## config.mk

```make
export PLATFORM = sky130hd
export DESIGN_NAME = pwm_match_timer
export DESIGN_NICKNAME = d
export VERILOG_FILES = /design/src/rtl/pwmt_pkg.sv /design/src/rtl/pwmt_prescaler.sv /design/src/rtl/pwmt_counter.sv /design/src/rtl/pwmt_match.sv /design/src/rtl/pwmt_channel.sv /design/src/rtl/pwm_match_timer.sv
export SDC_FILE = /design/constraint.sdc
export NUM_CORES = 1
export LEC_CHECK = 0
export ABC_AREA = 1
export BUFFER_PORTS_ARGS = -buffer_cell sky130_fd_sc_hd__buf_4
export CORE_MARGIN = 2
export CORE_UTILIZATION = 55
export DETAILED_ROUTE_END_ITERATION = 10
export HOLD_SLACK_MARGIN = 0.06
export PLACE_DENSITY = 0.72
export SYNTH_ARGS = -nofsm -noshare
export SYNTH_HDL_FRONTEND = slang
export SYNTH_SLANG_ARGS = --single-unit
```

## constraint.sdc

```tcl
create_clock -name clk -period 2.6 [get_ports clk]
set_input_delay 0 -clock clk [delete_from_list [all_inputs] [get_ports clk]]
set_output_delay 0 -clock clk [all_outputs]
set_load 0.1 [all_outputs]
```

## src/rtl/pwmt_pkg.sv

```systemverilog
package pwmt_pkg;

    localparam int REG_W  = 32;
    localparam int ADDR_W = 4;

    // register word addresses; compare k lives at MVAL_BASE + k
    localparam logic [ADDR_W-1:0] A_CTRL  = 4'd0;
    localparam logic [ADDR_W-1:0] A_PRESC = 4'd1;
    localparam logic [ADDR_W-1:0] A_COUNT = 4'd2;
    localparam logic [ADDR_W-1:0] A_PCNT  = 4'd3;
    localparam logic [ADDR_W-1:0] A_MACT  = 4'd4;
    localparam logic [ADDR_W-1:0] A_CCFG  = 4'd5;
    localparam logic [ADDR_W-1:0] A_FLAGS = 4'd6;

    typedef struct packed {
        logic hold;
        logic run;
    } ctrl_t;

    typedef struct packed {
        logic stop;
        logic clr;
        logic irq;
    } mact_t;

    // pick the three action bits for compare k out of a register word
    function automatic mact_t mact_of(input logic [REG_W-1:0] word, input int k);
        mact_t a;
        a.irq  = word[3*k];
        a.clr  = word[3*k+1];
        a.stop = word[3*k+2];
        return a;
    endfunction

    // is this address the compare slot for index k
    function automatic logic is_mval(input logic [ADDR_W-1:0] a, input int k);
        return a[ADDR_W-1] && (int'(a[ADDR_W-2:0]) == k);
    endfunction

endpackage

```

## src/rtl/pwmt_prescaler.sv

```systemverilog
module pwmt_prescaler #(
    parameter int PRE_W = 32
) (
    input  logic             clk,
    input  logic             rst,
    input  logic             run,
    input  logic             hold,
    input  logic [PRE_W-1:0] limit,
    output logic [PRE_W-1:0] pcnt,
    output logic             tick
);

    assign tick = run && !hold && (pcnt >= limit);

    always_ff @(posedge clk) begin
        if (rst || hold) begin
            pcnt <= '0;
        end else if (tick) begin
            pcnt <= '0;
        end else if (run) begin
            pcnt <= pcnt + 1'b1;
        end
    end

    assert_wrap_to_zero_R1: assert property (@(posedge clk) disable iff (rst)
        tick |=> (pcnt == '0));

    assert_idle_stable_R2: assert property (@(posedge clk) disable iff (rst)
        (!run && !hold) |=> $stable(pcnt));

endmodule

```

## src/rtl/pwmt_counter.sv

```systemverilog
module pwmt_counter #(
    parameter int CNT_W = 32
) (
    input  logic             clk,
    input  logic             rst,
    input  logic             hold,
    input  logic             tick,
    input  logic             any_clr,
    input  logic             any_stop,
    output logic [CNT_W-1:0] count
);

    always_ff @(posedge clk) begin
        if (rst || hold) begin
            count <= '0;
        end else if (tick) begin
            if (any_clr) begin
                count <= '0;
            end else if (!any_stop) begin
                count <= count + 1'b1;
            end
        end
    end

    assert_advance_R1: assert property (@(posedge clk) disable iff (rst)
        (tick && !hold && !any_clr && !any_stop) |=> (count == CNT_W'($past(count) + 1'b1)));

    assert_hold_zero_R2: assert property (@(posedge clk) disable iff (rst)
        hold |=> (count == '0));

    assert_no_tick_stable_R2: assert property (@(posedge clk) disable iff (rst)
        (!tick && !hold) |=> $stable(count));

    assert_match_clear_R3: assert property (@(posedge clk) disable iff (rst)
        (tick && any_clr) |=> (count == '0));

    assert_stop_keeps_R4: assert property (@(posedge clk) disable iff (rst)
        (tick && !hold && any_stop && !any_clr) |=> $stable(count));

endmodule

```

## src/rtl/pwmt_match.sv

```systemverilog
module pwmt_match
    import pwmt_pkg::*;
#(
    parameter int CNT_W     = 32,
    parameter int NUM_MATCH = 7
) (
    input  logic                                tick,
    input  logic [CNT_W-1:0]                    count,
    input  logic [NUM_MATCH-1:0][CNT_W-1:0]     mval,
    input  mact_t [NUM_MATCH-1:0]               mact,
    output logic [NUM_MATCH-1:0]                evt,
    output logic [NUM_MATCH-1:0]                irq_hit,
    output logic                                any_clr,
    output logic                                any_stop
);

    logic [NUM_MATCH-1:0] clr_hit;
    logic [NUM_MATCH-1:0] stop_hit;

    for (genvar k = 0; k < NUM_MATCH; k++) begin : g_cmp
        assign evt[k]      = tick && (count == mval[k]);
        assign irq_hit[k]  = evt[k] && mact[k].irq;
        assign clr_hit[k]  = evt[k] && mact[k].clr;
        assign stop_hit[k] = evt[k] && mact[k].stop;
    end

    assign any_clr  = |clr_hit;
    assign any_stop = |stop_hit;

endmodule

```

## src/rtl/pwmt_channel.sv

```systemverilog
module pwmt_channel (
    input  logic clk,
    input  logic rst,
    input  logic hold,
    input  logic dbl,
    input  logic en,
    input  logic evt_period,
    input  logic evt_prev,
    input  logic evt_own,
    output logic pin
);

    logic state;
    logic rise;

    assign rise = dbl ? evt_prev : evt_period;

    always_ff @(posedge clk) begin
        if (rst || hold) begin
            state <= 1'b0;
        end else if (evt_own) begin
            state <= 1'b0;
        end else if (rise) begin
            state <= 1'b1;
        end
    end

    assign pin = en & state;

    assert_fall_wins_R6: assert property (@(posedge clk) disable iff (rst)
        evt_own |=> !state);

    assert_rise_edge_R7: assert property (@(posedge clk) disable iff (rst)
        (rise && !evt_own && !hold) |=> state);

endmodule

```

## src/rtl/pwm_match_timer.sv

```systemverilog
module pwm_match_timer
    import pwmt_pkg::*;
#(
    parameter int CNT_W  = 32,
    parameter int PRE_W  = 32,
    parameter int NUM_CH = 6
) (
    input  logic                    clk,
    input  logic                    rst,
    input  logic                    reg_we,
    input  logic [3:0]              reg_addr,
    input  logic [31:0]             reg_wdata,
    output logic [31:0]             reg_rdata,
    output logic [NUM_CH-1:0]       pwm_out,
    output logic                    irq
);

    localparam int NUM_MATCH = NUM_CH + 1;
    localparam int ENA_BASE  = NUM_CH + 3;

    ctrl_t                           ctrl_q;
    logic [PRE_W-1:0]                presc_q;
    mact_t [NUM_MATCH-1:0]           mact_q;
    logic [NUM_MATCH-1:0][CNT_W-1:0] mval_q;
    logic [NUM_CH-1:1]               mode_q;
    logic [NUM_CH-1:0]               ena_q;
    logic [NUM_MATCH-1:0]            flags_q;

    logic [NUM_CH-1:0]    dbl_v;
    logic [PRE_W-1:0]     pcnt;
    logic                 tick;
    logic [CNT_W-1:0]     count;
    logic [NUM_MATCH-1:0] evt;
    logic [NUM_MATCH-1:0] irq_hit;
    logic                 any_clr;
    logic                 any_stop;
    logic [NUM_MATCH-1:0] w1c_mask;

    logic wr_ctrl, wr_presc, wr_mact, wr_ccfg, wr_flags;

    assign wr_ctrl  = reg_we && (reg_addr == A_CTRL);
    assign wr_presc = reg_we && (reg_addr == A_PRESC);
    assign wr_mact  = reg_we && (reg_addr == A_MACT);
    assign wr_ccfg  = reg_we && (reg_addr == A_CCFG);
    assign wr_flags = reg_we && (reg_addr == A_FLAGS);

    assign dbl_v    = {mode_q, 1'b0};
    assign w1c_mask = wr_flags ? reg_wdata[NUM_MATCH-1:0] : '0;

    // control: a stop match overrides a same-cycle software write
    always_ff @(posedge clk) begin
        if (rst) begin
            ctrl_q <= '0;
        end else begin
            if (wr_ctrl) begin
                ctrl_q.run  <= reg_wdata[0];
                ctrl_q.hold <= reg_wdata[1];
            end
            if (any_stop) begin
                ctrl_q.run <= 1'b0;
            end
        end
    end

    always_ff @(posedge clk) begin
        if (rst) begin
            presc_q <= '0;
            mact_q  <= '0;
            mode_q  <= '0;
            ena_q   <= '0;
        end else begin
            if (wr_presc) begin
                presc_q <= reg_wdata[PRE_W-1:0];
            end
            if (wr_mact) begin
                for (int k = 0; k < NUM_MATCH; k++) begin
                    mact_q[k] <= mact_of(reg_wdata, k);
                end
            end
            if (wr_ccfg) begin
                for (int c = 1; c < NUM_CH; c++) begin
                    mode_q[c] <= reg_wdata[c+1];
                end
                for (int c = 0; c < NUM_CH; c++) begin
                    ena_q[c] <= reg_wdata[ENA_BASE+c];
                end
            end
        end
    end

    for (genvar k = 0; k < NUM_MATCH; k++) begin : g_mval
        always_ff @(posedge clk) begin
            if (rst) begin
                mval_q[k] <= '0;
            end else if (reg_we && is_mval(reg_addr, k)) begin
                mval_q[k] <= reg_wdata[CNT_W-1:0];
            end
        end
    end

    // flags: a new match wins over a same-cycle clear
    always_ff @(posedge clk) begin
        if (rst) begin
            flags_q <= '0;
        end else begin
            flags_q <= (flags_q & ~w1c_mask) | irq_hit;
        end
    end

    assign irq = |flags_q;

    always_comb begin
        reg_rdata = '0;
        if (reg_addr[3]) begin
            for (int k = 0; k < NUM_MATCH; k++) begin
                if (is_mval(reg_addr, k)) begin
                    reg_rdata = 32'(mval_q[k]);
                end
            end
        end else begin
            case (reg_addr)
                A_CTRL:  reg_rdata = 32'({ctrl_q.hold, ctrl_q.run});
                A_PRESC: reg_rdata = 32'(presc_q);
                A_COUNT: reg_rdata = 32'(count);
                A_PCNT:  reg_rdata = 32'(pcnt);
                A_MACT: begin
                    for (int k = 0; k < NUM_MATCH; k++) begin
                        reg_rdata[3*k +: 3] = mact_q[k];
                    end
                end
                A_CCFG: begin
                    for (int c = 1; c < NUM_CH; c++) begin
                        reg_rdata[c+1] = mode_q[c];
                    end
                    for (int c = 0; c < NUM_CH; c++) begin
                        reg_rdata[ENA_BASE+c] = ena_q[c];
                    end
                end
                A_FLAGS: reg_rdata = 32'(flags_q);
                default: reg_rdata = '0;
            endcase
        end
    end

    pwmt_prescaler #(.PRE_W(PRE_W)) u_presc (
        .clk   (clk),
        .rst   (rst),
        .run   (ctrl_q.run),
        .hold  (ctrl_q.hold),
        .limit (presc_q),
        .pcnt  (pcnt),
        .tick  (tick)
    );

    pwmt_counter #(.CNT_W(CNT_W)) u_cnt (
        .clk      (clk),
        .rst      (rst),
        .hold     (ctrl_q.hold),
        .tick     (tick),
        .any_clr  (any_clr),
        .any_stop (any_stop),
        .count    (count)
    );

    pwmt_match #(.CNT_W(CNT_W), .NUM_MATCH(NUM_MATCH)) u_match (
        .tick     (tick),
        .count    (count),
        .mval     (mval_q),
        .mact     (mact_q),
        .evt      (evt),
        .irq_hit  (irq_hit),
        .any_clr  (any_clr),
        .any_stop (any_stop)
    );

    for (genvar c = 0; c < NUM_CH; c++) begin : g_ch
        pwmt_channel u_ch (
            .clk        (clk),
            .rst        (rst),
            .hold       (ctrl_q.hold),
            .dbl        (dbl_v[c]),
            .en         (ena_q[c]),
            .evt_period (evt[0]),
            .evt_prev   (evt[c]),
            .evt_own    (evt[c+1]),
            .pin        (pwm_out[c])
        );
    end

    for (genvar k = 0; k < NUM_MATCH; k++) begin : g_flag_chk
        assert_flag_set_R5: assert property (@(posedge clk) disable iff (rst)
            irq_hit[k] |=> flags_q[k]);
        assert_flag_w1c_R5: assert property (@(posedge clk) disable iff (rst)
            (w1c_mask[k] && !irq_hit[k]) |=> !flags_q[k]);
    end

    assert_stop_drops_run_R4: assert property (@(posedge clk) disable iff (rst)
        any_stop |=> !ctrl_q.run);

    assert_irq_follows_flags_R5: assert property (@(posedge clk) disable iff (rst)
        (flags_q == '0) |-> !irq);

endmodule

```

==> flow_summary.toml <==
[die]
initial_core_util_pct = 55.6
dieArea_um2 = 39600
row_count = 71
chipWidth_um = 199
ioPinCount = 78
core-area_um2 = 37600
die_h_um = 199

[pwr]
total_power_mw = 13.7
power_density_nw_per_um2 = 534
p_leak_nw = 9.88
ir_worst_vdd_mv = 0.531

[timing]
setup_viol = 32
period_needed_ns = 2.70
layout_setup_ws_ns = -0.101
tightest_slew_ns = 1.21
final_max_slew_viol_count = 0
relSlewSlack_pct = 19.2
whs_ns = 0.0713
clock_skew_ns = 0.0261
hold_viol_final = 0
rsz0062_at_grt = "true"
setup_tns_ns = -2.00
fmax_mhz = 370
timing.final.crit_share_pct = 104

[clocking]
clk_pin_slew_ns = 0.06
clockBufferDepth = 3
clockRootBuffer = "clkbuf_16"
cts.sinks = 367
clock_latency_ns = 0.59
cts-htree-levels = 2
tritoncts = "built"
cts_buffers = 42

[final_layout]
n_antenna_cell = 0
fillerInstances = 3180
multiInputGateArea_um2 = 12000
finalNonFillerCells = 3645
design_area_um2 = 25700
regArea_um2 = 7380
final_cell_mix = "nand2_1, a21oi_1, dfxtp_1"
area_growth_pct = 22.8
final_common_cell = "nand2_1"
final_nets = 3176
drive_above_1_share_pct = 17.7

[place]
place_area_um2 = 23000
dp_cells = 3515
gp_congestion = 1.01
io_buffers = 77
hpwl_um = 54600

[grt]
antenna_found_initial = 2
grt_use_total_pct = 38.6
grt_pass1_wl_um = 117000
grt_pass1_vias = 20400
grt_max_degree = 120
grt-ovfl-total = 0

[critical_path]
slowest_delay_ns = 0.34
critPathLaunchType = "flip-flop"
crit_arrival_ns = 3.16
cp.required_ns = 3.06
crit_fanout = 8
worst_path_max_delay_cell = "dfxtp_1"
worstPathCellList = "inv_1, ha_4, nand2_1, nor2_1, nand4_1, nor2_4, nand2_8, nand2_8, nand3_4, o21ai_1, nor2_1, nand2_4, buf_12, nand2_8, a21oi_2, nor2_1"
crit_path_end_kind = "flip-flop"
path_class = "flip-flop to flip-flop"

[flow_run]
maxCapViolations = 0

[drt]
viasPerCell = 5.97
dr.pass1.iters = 7
dr.first_iter.drc_count = 2844
vias = 21800
antenna_left = 0
drt_wl_total_um = 78100
wl_per_cell_um = 21.4
drc = 0

[synthesis]
ys_ff_latch = 367
syn_inst = 2933
ys_warn_count = 0
syn_avg_cell_area_um2 = 7.13
synth.cell_area_um2 = 20900
synth_edf_count = 0
syn_nets = 3006
synth-main-ff-cell = "dfxtp_1"
synth_async_sr_flop_share_pct = 0
yosysSeqAreaShare_pct = 35.1
ys_types = 51

[run_status]
status = "finished with violations"
violations = "negative setup slack"

[worst_hold_path]
hp-class = "input port to flip-flop"
-- layer usage --
layer,part of all wire [%],track usage (%)
met5,0,0
met4,4.6,17.2
met1,41,52.6
met2,44,59.2
met3,11,7.44
-- cell families (layout without fill, tap and decap cells) --
kind of cell	Yosys count	after routing	synth area share, %
adder cells (fa/ha/maj)	34	34	2.03
AND/OR/NAND/NOR	953	961	20.6
buffers and inverters	551	744	11.3
flip-flops	367	367	35.1
XOR/XNOR	258	258	10.8
AO/OA/AOI/OAI	770	770	20.1
-- worst paths after layout --
path	from	endpoint	slack, ns	depth (start not counted)
max	presc_q[23]	u_cnt.count[6]	-0.10	16
min	reg_addr[3]	mval_q[210]	0.07	5
max reg2reg	presc_q[23]	u_cnt.count[6]	-0.10	16
min reg2reg	presc_q[18]	presc_q[18]	0.47	2
-- timing repair --
item                       in CTS  in global routing
setup buffers                   2                  3
hold buffers                   42                  0
pin swaps                       6                 56
hold endpoints to repair      297                  0
setup endpoints to repair      37                 49
cloned                          3                  5
gates resized for setup        18                142
-- cell usage after synthesis (2+ instances only) --
master     instances  area, µm²
a2111oi_0          4       35.0
a211oi_1           7       52.6
a21o_1             2       15.0
a21oi_1          387       1940
a221oi_1           7       61.3
a311oi_1           6       52.6
a31oi_1            8       50.1
buf_1              8       30.0
buf_2             12       60.1
buf_4             25        188
buf_6             24        270
clkbuf_1         145        544
clkinv_1           5       18.8
dfxtp_1          367       7350
ha_1              34        425
inv_1            322       1210
inv_2             10       37.5
nand2_1          396       1490
nand2_2            3       18.8
nand3_1          183        916
nand3_2           13        130
nand4_1           60        375
nor2_1           211        792
nor2_2            10       62.6
nor2_4             2       22.5
nor3_1            41        205
nor3_2             3       30.0
nor3b_1            5       37.5
nor4_1            13       81.3
nor4_2             3       37.5
o2111ai_1         23        201
o211ai_1          15        113
o21a_1             3       22.5
o21ai_0          232       1160
o221ai_1           9       78.8
o22ai_1           65        407
xnor2_1          146       1280
xor2_1           111        972
-- through the flow --
step	utilization, %	setup slack, ns
after global placement	61.2	-0.0669
after detailed placement	61.2	-0.206
after global routing	68.3	-0.231
after CTS	66.3	0.00272
after floorplan	-	0.155
final	68.3	-0.101
-- worst max-delay path, delay by kind of cell, from the launching register on --
kind,cells,cell delay [ns]
AO/OA/AOI/OAI,2,0.33
buffers and inverters,2,0.28
AND/OR/NAND/NOR,11,1.33
flip-flops,1,0.34
adder cells (fa/ha/maj),1,0.27
-- sequential cells by signal, summed over array words and instances (netlist names) --
register and cells:
g_ch.u_ch.state 6, flags_q 7, mact_q 21, ena_q 6, mval_q 224, ctrl_q 2, u_cnt.count 32, presc_q 32
mode_q 5, u_presc.pcnt 32
-- power breakdown --
group / switching, mW / leakage, nW / total (mW) / internal, mW
combinational: 1.25 / 6.20 / 1.85 / 0.605
sequential: 0.0795 / 2.98 / 5.80 / 5.72
clock: 2.50 / 0.704 / 6.06 / 3.56
total: 3.83 / 9.88 / 13.7 / 9.89
-- final cells by class --
class,instances,area share (%)
Clock buffer,64,5.08
Clock inverter,11,0.414
Sequential cell,367,28.7
Inverter,337,4.95
Timing Repair Buffer,332,11.6
Tap cell,511,2.49
Multi-Input combinational cell,2023,46.7
(Power assumes the default switching activity.)
